==> config.mk <==
export PLATFORM = sky130hd
export DESIGN_NAME = gpio_owned_bank
export DESIGN_NICKNAME = d
export VERILOG_FILES = /design/src/rtl/gpio_bank_pkg.sv /design/src/rtl/gpio_in_sync.sv /design/src/rtl/gpio_edge_det.sv /design/src/rtl/gpio_regs.sv /design/src/rtl/gpio_pad_ctrl.sv /design/src/rtl/gpio_owned_bank.sv
export SDC_FILE = /design/constraint.sdc
export NUM_CORES = 1
export LEC_CHECK = 0
export BUFFER_PORTS_ARGS = -buffer_cell sky130_fd_sc_hd__buf_2
export CAP_MARGIN = 5
export CORE_MARGIN = 3
export CORE_UTILIZATION = 50
export DETAILED_ROUTE_END_ITERATION = 8
export PLACE_DENSITY = 0.73
export SETUP_SLACK_MARGIN = 0.05
export SYNTH_ARGS = -nofsm -noshare
export SYNTH_HDL_FRONTEND = slang
export SYNTH_SLANG_ARGS = --single-unit
==> constraint.sdc <==
create_clock -name clk -period 2.1 [get_ports clk]
set_clock_uncertainty 0.15 [all_clocks]
set_input_delay 0.105 -clock clk [delete_from_list [all_inputs] [get_ports clk]]
set_output_delay 0.105 -clock clk [all_outputs]
set_load 0.02 [all_outputs]
==> src/rtl/gpio_bank_pkg.sv <==
package gpio_bank_pkg;
    localparam logic [7:0] OFS_IN   = 8'h00;
    localparam logic [7:0] OFS_OUT  = 8'h04;
    localparam logic [7:0] OFS_DIR  = 8'h08;
    localparam logic [7:0] OFS_EDGE = 8'h0C;
    localparam logic [7:0] OFS_MASK = 8'h10;
    localparam logic [7:0] OFS_STAT = 8'h14;
    localparam logic [7:0] OFS_OWN  = 8'h18;

    typedef enum logic [0:0] {
        CLR_WRITE_ONE = 1'b0,
        CLR_ON_READ   = 1'b1
    } clr_mode_e;
endpackage

==> src/rtl/gpio_in_sync.sv <==
module gpio_in_sync #(
    parameter int N = 16
) (
    input  logic         clk,
    input  logic         rst_n,
    input  logic [N-1:0] pin_i,
    output logic [N-1:0] cur_o,
    output logic [N-1:0] prev_o
);
    typedef struct packed {
        logic [N-1:0] meta;
        logic [N-1:0] cur;
        logic [N-1:0] prev;
    } sync_t;

    sync_t s_d, s_q;

    always_comb begin
        s_d      = s_q;
        s_d.meta = pin_i;
        s_d.cur  = s_q.meta;
        s_d.prev = s_q.cur;
    end

    always_ff @(posedge clk) begin
        if (!rst_n) s_q <= '0;
        else        s_q <= s_d;
    end

    assign cur_o  = s_q.cur;
    assign prev_o = s_q.prev;
endmodule

==> src/rtl/gpio_edge_det.sv <==
module gpio_edge_det #(
    parameter int N = 16
) (
    input  logic [N-1:0] cur_i,
    input  logic [N-1:0] prev_i,
    input  logic [N-1:0] rise_sel_i,
    output logic [N-1:0] evt_o
);
    for (genvar i = 0; i < N; i++) begin : g_pin
        logic rise_w, fall_w;
        assign rise_w   = cur_i[i] & ~prev_i[i];
        assign fall_w   = ~cur_i[i] & prev_i[i];
        assign evt_o[i] = rise_sel_i[i] ? rise_w : fall_w;
    end
endmodule

==> src/rtl/gpio_regs.sv <==
module gpio_regs
    import gpio_bank_pkg::*;
#(
    parameter int        N        = 16,
    parameter int        ADDR_W   = 8,
    parameter int        DATA_W   = 32,
    parameter clr_mode_e CLR_MODE = CLR_WRITE_ONE
) (
    input  logic              clk,
    input  logic              rst_n,
    input  logic [ADDR_W-1:0] bus_addr,
    input  logic              bus_we,
    input  logic              bus_re,
    input  logic [DATA_W-1:0] bus_wdata,
    output logic [DATA_W-1:0] bus_rdata,
    input  logic [N-1:0]      sync_in_i,
    input  logic [N-1:0]      edge_evt_i,
    output logic [N-1:0]      dout_o,
    output logic [N-1:0]      dir_o,
    output logic [N-1:0]      rise_sel_o,
    output logic [N-1:0]      own_o,
    output logic              irq_o
);
    localparam logic [ADDR_W-1:0] A_IN   = ADDR_W'(OFS_IN);
    localparam logic [ADDR_W-1:0] A_OUT  = ADDR_W'(OFS_OUT);
    localparam logic [ADDR_W-1:0] A_DIR  = ADDR_W'(OFS_DIR);
    localparam logic [ADDR_W-1:0] A_EDGE = ADDR_W'(OFS_EDGE);
    localparam logic [ADDR_W-1:0] A_MASK = ADDR_W'(OFS_MASK);
    localparam logic [ADDR_W-1:0] A_STAT = ADDR_W'(OFS_STAT);
    localparam logic [ADDR_W-1:0] A_OWN  = ADDR_W'(OFS_OWN);

    typedef struct packed {
        logic [N-1:0] dout;
        logic [N-1:0] dir;
        logic [N-1:0] rise;
        logic [N-1:0] mask;
        logic [N-1:0] stat;
        logic [N-1:0] own;
    } regs_t;

    regs_t        r_d, r_q;
    logic [N-1:0] clr_vec;
    logic         stat_hit;
    logic         unused_bits;

    assign stat_hit    = (bus_addr == A_STAT);
    assign unused_bits = ^{bus_wdata[DATA_W-1:N], bus_re};

    if (CLR_MODE == CLR_ON_READ) begin : g_clr_read
        assign clr_vec = (bus_re && stat_hit) ? '1 : '0;
    end else begin : g_clr_write
        assign clr_vec = (bus_we && stat_hit) ? bus_wdata[N-1:0] : '0;
    end

    always_comb begin
        r_d = r_q;
        if (bus_we) begin
            case (bus_addr)
                A_OUT:   r_d.dout = bus_wdata[N-1:0];
                A_DIR:   r_d.dir  = bus_wdata[N-1:0];
                A_EDGE:  r_d.rise = bus_wdata[N-1:0];
                A_MASK:  r_d.mask = bus_wdata[N-1:0];
                A_OWN:   r_d.own  = bus_wdata[N-1:0];
                default: ;
            endcase
        end
        r_d.stat = (r_q.stat & ~clr_vec) | edge_evt_i;
    end

    always_ff @(posedge clk) begin
        if (!rst_n) begin
            r_q      <= '0;
            r_q.mask <= '1;
        end else begin
            r_q <= r_d;
        end
    end

    always_comb begin
        bus_rdata = '0;
        case (bus_addr)
            A_IN:    bus_rdata[N-1:0] = sync_in_i;
            A_OUT:   bus_rdata[N-1:0] = r_q.dout;
            A_DIR:   bus_rdata[N-1:0] = r_q.dir;
            A_EDGE:  bus_rdata[N-1:0] = r_q.rise;
            A_MASK:  bus_rdata[N-1:0] = r_q.mask;
            A_STAT:  bus_rdata[N-1:0] = r_q.stat;
            A_OWN:   bus_rdata[N-1:0] = r_q.own;
            default: bus_rdata = '0;
        endcase
    end

    assign dout_o     = r_q.dout;
    assign dir_o      = r_q.dir;
    assign rise_sel_o = r_q.rise;
    assign own_o      = r_q.own;
    assign irq_o      = |(r_q.stat & ~r_q.mask);


    stat_drop_chk: assert property (@(posedge clk) disable iff (!rst_n)
        ((($past(r_q.stat) & ~r_q.stat) & ~$past(clr_vec)) == '0));


    edge_wins_chk: assert property (@(posedge clk) disable iff (!rst_n)
        (($past(edge_evt_i) & ~r_q.stat) == '0));
endmodule

==> src/rtl/gpio_pad_ctrl.sv <==
module gpio_pad_ctrl #(
    parameter int N = 16
) (
    input  logic [N-1:0] own_i,
    input  logic [N-1:0] dir_i,
    input  logic [N-1:0] dout_i,
    output logic [N-1:0] pin_out_o,
    output logic [N-1:0] pin_oe_o
);
    for (genvar i = 0; i < N; i++) begin : g_pad
        assign pin_oe_o[i]  = own_i[i] & ~dir_i[i];
        assign pin_out_o[i] = own_i[i] & dout_i[i];
    end
endmodule

==> src/rtl/gpio_owned_bank.sv <==
module gpio_owned_bank
    import gpio_bank_pkg::*;
#(
    parameter int        N_PINS   = 16,
    parameter int        ADDR_W   = 8,
    parameter int        DATA_W   = 32,
    parameter clr_mode_e CLR_MODE = CLR_WRITE_ONE
) (
    input  logic              clk,
    input  logic              rst_n,
    input  logic [ADDR_W-1:0] bus_addr,
    input  logic              bus_we,
    input  logic              bus_re,
    input  logic [DATA_W-1:0] bus_wdata,
    output logic [DATA_W-1:0] bus_rdata,
    input  logic [N_PINS-1:0] pin_in,
    output logic [N_PINS-1:0] pin_out,
    output logic [N_PINS-1:0] pin_oe,
    output logic              irq
);
    logic [N_PINS-1:0] cur_w, prev_w, evt_w, dout_w, dir_w, rise_w, own_w;

    gpio_in_sync #(.N(N_PINS)) u_sync (
        .clk(clk), .rst_n(rst_n), .pin_i(pin_in), .cur_o(cur_w), .prev_o(prev_w)
    );

    gpio_edge_det #(.N(N_PINS)) u_edge (
        .cur_i(cur_w), .prev_i(prev_w), .rise_sel_i(rise_w), .evt_o(evt_w)
    );

    gpio_regs #(.N(N_PINS), .ADDR_W(ADDR_W), .DATA_W(DATA_W), .CLR_MODE(CLR_MODE)) u_regs (
        .clk(clk), .rst_n(rst_n), .bus_addr(bus_addr), .bus_we(bus_we), .bus_re(bus_re),
        .bus_wdata(bus_wdata), .bus_rdata(bus_rdata), .sync_in_i(cur_w), .edge_evt_i(evt_w),
        .dout_o(dout_w), .dir_o(dir_w), .rise_sel_o(rise_w), .own_o(own_w), .irq_o(irq)
    );

    gpio_pad_ctrl #(.N(N_PINS)) u_pad (
        .own_i(own_w), .dir_i(dir_w), .dout_i(dout_w), .pin_out_o(pin_out), .pin_oe_o(pin_oe)
    );


    oe_owned_chk: assert property (@(posedge clk) disable iff (!rst_n)
        ((pin_oe & ~own_w) == '0));


    out_owned_chk: assert property (@(posedge clk) disable iff (!rst_n)
        ((pin_out & ~own_w) == '0));
endmodule

==> results of run 1 <==
## state kept, by name, summed over array words and instances (netlist names)
| name | cells |
|---|---|
| u_sync.cur_o | 16 |
| u_regs.dir_o | 16 |
| u_sync.s_d | 16 |
| u_sync.prev_o | 16 |
| u_regs.dout_o | 16 |
| u_regs.r_q | 32 |
| u_regs.rise_sel_o | 16 |
| u_regs.own_o | 16 |
## cell families after synthesis
kind of cell / count (synthesis) / share of synthesized area (%)
simple gates: 266 / 22.9
flops: 144 / 45.4
compound gates: 140 / 15.4
buf+inv: 73 / 5.60
mux: 65 / 10.6
other cells: 1 / 0.0591
## worst max-delay path by stage
stage	startpoint	end	slack [ps]	cells past startpoint
4_1_cts	u_regs.r_q[30]	irq	90	5
3_3_place_gp	bus_addr[2]	bus_rdata[11]	140	6
3_5_place_dp	bus_addr[2]	bus_rdata[11]	120	6
2_1_floorplan	bus_addr[5]	bus_rdata[4]	240	5
6_report	bus_addr[5]	bus_rdata[14]	120	7
5_1_grt	bus_addr[5]	bus_rdata[12]	50	7
## power by group
part / internal [mW] / leakage [nW] / switching [mW]
registers: 2.78 / 1.17 / 0.0288
logic: 0.168 / 2.18 / 0.220
clock network: 2.00 / 0.301 / 1.18
total: 4.95 / 3.65 / 1.42
## metal layers
metal	share of wire (%)	wire, µm	track usage [%]
met5	0	0	0
met1	42	7510	32.2
met3	7.7	1370	5.41
met2	48	8400	41.0
met4	2.3	404	9.56
## cell type report
class | instances | area [µm²]
Fill cell | 969 | 4160
Multi-Input combinational cell | 487 | 3170
Sequential cell | 144 | 2880
Timing Repair Buffer | 161 | 1090
Clock buffer | 17 | 425
Tap cell | 168 | 210
Clock inverter | 15 | 205
Inverter | 17 | 63.8
## what timing repair did
item / in CTS / in global routing
hold buffers: 33 / 0
endpoints found under the hold margin: 112 / 0
setup endpoints to repair: 0 / 6
resized for setup: 0 / 3
## critical path, delay by kind of cell
family	cells	cell delay (ps)
and+or+nand+nor	2	900
buffers and inverters	3	520
AOI/OAI and AO/OA	2	210
## synth_stat cells (all sizes together), types with 10 or more instances
cell and instances:
a22oi 18, and2 65, buf 30, clkbuf 26, dfxtp 144, inv 17, mux2i 59, nand2 102
nand2b 15, nand3 26, nand3b 15, nor2b 18, o211ai 16, o21a 16, o21ai 39, o2bb2ai 10
==> metrics.md, run 1 <==
| Metric | Value |
|---|---|
| PnR worst setup slack | around 120 ps |
| Tightest Hold Check Type | in2reg |
| Power, Total | around 6.4 mW |
| Max stage delay on crit path | ~670 ps |
| Slowest cell on crit path | or4b_1 |
| Drt pass-1 iters | 5 |
| Post-DP HPWL | between 10 and 15 mm |
| Final Hold Viols | 0 |
| Cell Area, Placed | about 0.007 mm² |
| Most frequent cells in the layout | dfxtp_1 (144), nand2_1 (102), buf_2 (90), and2_1 (65), mux2i_1 (59) |
| Synth top area share | a little under half |
| Port Buf Inserts | between 90 and 100 |
| Iteration-0 DRC Markers | between 400 and 500 |
| Final worst path period share | approximately 94% |
| GRT Total Usage | between 20% and 30% |
| Clock buffer depth | 2 |
| Final core utilization | 65.9% |
| Gp weighted congestion | 0.907 |
| Share of layout cells above drive strength 1 | 21.0% |
| Post-DRT Antenna Nets | 0 |
| CTS tree | done |
| Row cnt | 40 |
| Post-synth EDFFs | 0 |
| Asr flop ratio synth | 0% |
| Layout Cells excl Fill | between 1k and 1.5k |
| CP endpoint kind | primary output |
| Critical path, cell by cell | buf_2 -> or4b_1 -> nor2_1 -> buf_4 -> a22oi_1 -> o211ai_1 -> buf_2 |
| Dpl ws | roughly 120 ps |
| Synthesis-stage register bit count | roughly 140 |
| Outcome | finished clean |
| DRC violations left | 0 |
| R2R cell count | 3 |
| Synthesized area | about 0.0063 mm² |
| Initial Util | around 52% |
| Largest net degree at the start of global routing | 54 |
| Cell count after synthesis | between 600 and 700 |
| Num CTS Buffers | 17 |
| Slew headroom | between 50% and 60% |
| Hold EP | u_regs.dir_o[12] |
| Sequential area share after synthesis | a little under half |
| WS Path Type | in2out |
| Most frequent CP cell | buf_2 |
| # setup viols final | 0 |
| Reg2Reg Launch Point | u_sync.cur_o[2] |
| Clock Pin Slew Worst Setup and Hold Paths | roughly 60 ps |
| Worst skew pair latency | ~410 ps |
| Initial antenna violation count | 0 |
| Leakage | around 3.7 nW |
| Inserted Diodes | 0 |
| Fin area | ~0.008 mm² |
| CP startpoint kind | input port |
| Pwr dens | 792 mW/mm² |
| First-pass GRT wire length | 28.0 mm |
| Main flop type after synthesis | dfxtp_1 |
| Worst hold slack | ~62 ps |
| Setup Fix Bufs, Post-CTS | 0 |
| Nets | between 800 and 900 |
| Synthesized area per cell | between 9 and 10 µm² |
| Worst Max-Slew Pin Slew | about 610 ps |
| Placed Instances | 944 |
| Synthesis warning total | 0 |
| I/O pin total | approximately 130 |
| Unique cell type count in the Yosys netlist | 47 |
| Min Tclk post-route | ~2000 ps |
| Synth top area cells | dfxtp_1 (45%), mux2i_1 (9.3%), and2_1 (6.4%) |
| Avg Vias per Cell | 5.58 |
| CP required | ~1900 ps |
| Largest area contributor in the netlist | dfxtp_1 |
| Vias post-DR | between 5k and 6k |
| Hold Path Depth | 4 |
| Crit path arrival time | roughly 1700 ps |
| R2r setup slk | about 1000 ps |
| Vias in the first global route | ~5.5k |
| Fmax | 0.505 GHz |
| Die ar. | between 0.01 and 0.015 mm² |
| RSZ-0062 raised after global routing | yes |
| Setup TNS | 0 ps |
| Peak supply drop | roughly 0.53 mV |
| CP Max Fanout | 5 |
| Overall routed net length | roughly 18 mm |
| P&R area growth vs syn | 26.9% |
| Die H | 119 µm |
| Drt wl/cell | 17.5 µm |
| Most common cell after layout, fill and taps aside | dfxtp_1 |
| CORE AREA | between 0.01 and 0.015 mm² |
| CTS H-tree depth | 4 |
| Clock Root Buffer | clkbuf_16 |
| Die X | roughly 120 µm |
| Remaining Overflow, GRT | 0 |
| FF-to-FF End | u_regs.r_q[18] |
| Max Slew Vio Count | 0 |
| Clk sink count | 144 |
| Max-Cap Viols | 0 |
| Hold_sp | bus_we |
Power figures use the tool's default switching activity.
==> inputs of run 2 (changes only) <==
- ABC_AREA: unset -> 1
==> run 2 against run 1 <==
Compared with the run above:
- fmax grew 8.1%
- final area grew 5.0%
- critical path depth grew 3
- utilization shrank 2.9 points
- critical path type unchanged
==> metrics.md, run 2 <==
| Metric | Value |
|---|---|
| Outcome | finished clean |
| CP Max Fanout | 28 |
| Synthesized area per cell | 6.34 µm² |
| Main flop type after synthesis | dfxtp_1 |
| Nets | between 1k and 1.5k |
| Initial antenna violation count | 0 |
| Comb pwr share | around 6.1% |
| Avg Vias per Cell | 4.96 |
| Drt pass-1 iters | 5 |
| Most instantiated library cell after synthesis | nand2_1 |
| Reg2Reg Launch Point | u_sync.cur_o[14] |
| Synth top area share | between 40% and 50% |
| Max Slew Vio Count | 0 |
| Leakage | 4.40 nW |
| CP startpoint kind | input port |
| CTS tree | done |
| Post-DRT Antenna Nets | 0 |
| Hold Path Depth | 6 |
| R2R cell count | 5 |
| Placed Instances | ~1.3k |
| Resize count post-CTS | 0 |
| Largest Register | u_regs.r_q |
| Post-DP HPWL | 12.8 mm |
| Final Hold Viols | 0 |
| Overall routed net length | about 19 mm |
| DRC violations left | 0 |
| Final worst path period share | between 80% and 90% |
| Final core utilization | between 60 and 70% |
| # setup viols final | 0 |
| Multi-input logic area | a little over 0.003 mm² |
| Largest net degree at the start of global routing | 67 |
| Sw Pwr | ~1.4 mW |
| Reg power frac | between 40% and 50% |
| Inserted Diodes | 0 |
| Largest area contributor in the netlist | dfxtp_1 |
| Unique cell type count in the Yosys netlist | 25 |
| Fmax | around 0.55 GHz |
| Peak supply drop | 0.585 mV |
| Max-Cap Viols | 0 |
| Setup Fix Bufs, Post-CTS | 0 |
| Hold EP | u_regs.dir_o[3] |
| RSZ-0062 raised after global routing | no |
| Reg area | ~0.0029 mm² |
| Min Tclk post-route | approximately 1800 ps |
| Layout Cells excl Fill | 1,392 |
| Crit path arrival time | around 1600 ps |
| Remaining Overflow, GRT | 0 |
| CP required | around 1900 ps |
| Post-synth EDFFs | 0 |
| Setup TNS | 0 ps |
| CP startpoint | bus_addr[1] |
| Clock Power Share | 49.0% |
| CP endpoint kind | primary output |
| CTS H-tree depth | 4 |
| Sequential area share after synthesis | 41.5% |
| I/O pin total | 125 |
| Hold_sp | bus_addr[0] |
| Worst skew pair latency | slightly above 400 ps |
| Cell count after synthesis | 1,094 |
| Drt wl/cell | around 14 µm |
| Gp weighted congestion | about 0.95 |
| Post-synth top cells | nand2_1 (344), inv_1 (165), nor2_1 (162), dfxtp_1 (144), nand3_1 (114) |
| WS Path Type | in2out |
| Max reg flops | 32 |
| P&R area growth vs syn | 21.8% |
| Clock buffer depth | 2 |
| Port Buf Inserts | between 90 and 100 |
| Pwr dens | between 700 and 800 mW/mm² |
| Most frequent cells in the layout | nand2_1 (344), inv_1 (165), nor2_1 (161), dfxtp_1 (144), nand3_1 (114) |
| Die H | about 120 µm |
| Vias in the first global route | 6,266 |
| Most common cell after layout, fill and taps aside | nand2_1 |
| Power, Total | between 6 and 7 mW |
| Clock Root Buffer | clkbuf_16 |
| Layout filler cell count | about 1.3k |
| Hold-fix buffers, CTS | 34 |
| Clk sink count | approximately 140 |
| Asr flop ratio synth | 0% |
| Synthesized area | 0.00694 mm² |
| CORE AREA | between 0.01 and 0.015 mm² |
| Num CTS Buffers | 17 |
| Switching Fraction | about 22% |
| Row cnt | 42 |
| Tightest Hold Check Type | in2reg |
| Clock Pin Slew Worst Setup and Hold Paths | 60 ps |
| Share of layout cells above drive strength 1 | a little over an eighth |
| Vias post-DR | 6,902 |
| R2r setup slk | 1070 ps |
| Iteration-0 DRC Markers | around 500 |
| Die X | about 120 µm |
| Synth top area cells | dfxtp_1 (42%), nand2_1 (19%), inv_1 (8.9%) |
| Die ar. | 0.0153 mm² |
| Synthesis warning total | 0 |
| First-pass GRT wire length | between 20 and 30 mm |
| Internal | just under 5 mW |
| Synthesis-stage register bit count | approximately 140 |
| FF-to-FF End | u_regs.r_q[30] |
| GRT Total Usage | around 25% |
| Initial Util | between 50% and 60% |
-- run 2: changes by cell type after synthesis, moves of 16 or more --
cell | previous run | this run
nand2_1 | 102 | 344
nor2_1 | 5 | 162
inv_1 | 17 | 165
nand3_1 | 24 | 114
and2_1 | 65 | 1
mux2i_1 | 59 | 0
a21oi_1 | 8 | 33
o21ai_0 | 38 | 15
a22oi_1 | 18 | 0
nor2b_1 | 18 | 0
nand4_1 | 2 | 18
o211ai_1 | 16 | 0
o21a_1 | 16 | 0
-- run 2: worst max path at each step --
| stage | endpoint | slack [ps] |
|---|---|---|
| 2_1_floorplan | bus_rdata[11] | 690 |
| 3_3_place_gp | bus_rdata[14] | 280 |
| 3_5_place_dp | bus_rdata[14] | 270 |
| 4_1_cts | bus_rdata[14] | 270 |
| 5_1_grt | bus_rdata[6] | 150 |
| 6_report | bus_rdata[1] | 270 |
-- run 2: metrics by stage --
step                cell area (µm²)  hold WS [ps]  setup WS, ps
finish                         8450          52.4           267
global route                   8450          74.3           155
CTS                            8450          41.6           271
detailed placement             7510           140           273
global placement               7510           136           282
floorplan                      7000          52.6           685
-- run 2: power by group through the flow --
stage / Combinational (mW) / Clock (mW) / Sequential [mW]
after detailed placement: 0.327 / 0 / 2.87
final: 0.380 / 3.07 / 2.81
after global placement: 0.323 / 0 / 2.87
after floorplan: 0.229 / 0 / 2.86
after global routing: 0.421 / 3.24 / 2.82
after CTS: 0.377 / 3.12 / 2.81
-- run 2: final cells by class --
type,instances,area share [%]
well taps,176,2.60
repair buffers,143,11.8
inverters,170,7.55
multi-input cells,728,36.8
clock buffers,20,5.52
clock inverters,11,1.63
flip-flops and latches,144,34.1
-- run 2: critical path, stage by stage --
cell and delay, ps:
buf_2 110, nor2_2 190, nand3_2 160, nor2_2 290, buf_12 220, nand2_1 60
nand2_1 120, nor2_1 50, nand2_1 90, buf_2 170
-- run 2: cell families after synthesis --
family                 Yosys count  share of synthesized area [%]
buffers and inverters          237                           14.5
AO/OA/AOI/OAI                   54                           4.04
AND/OR/NAND/NOR                658                           39.9
flip-flops                     144                           41.5
other                            1                         0.0540
-- run 2: layer usage --
| metal | track usage (%) | share of wire (%) |
|---|---|---|
| met5 | 0 | 0 |
| met4 | 11.3 | 3.4 |
| met3 | 5.36 | 6.6 |
| met2 | 44.2 | 50 |
| met1 | 29.4 | 40 |
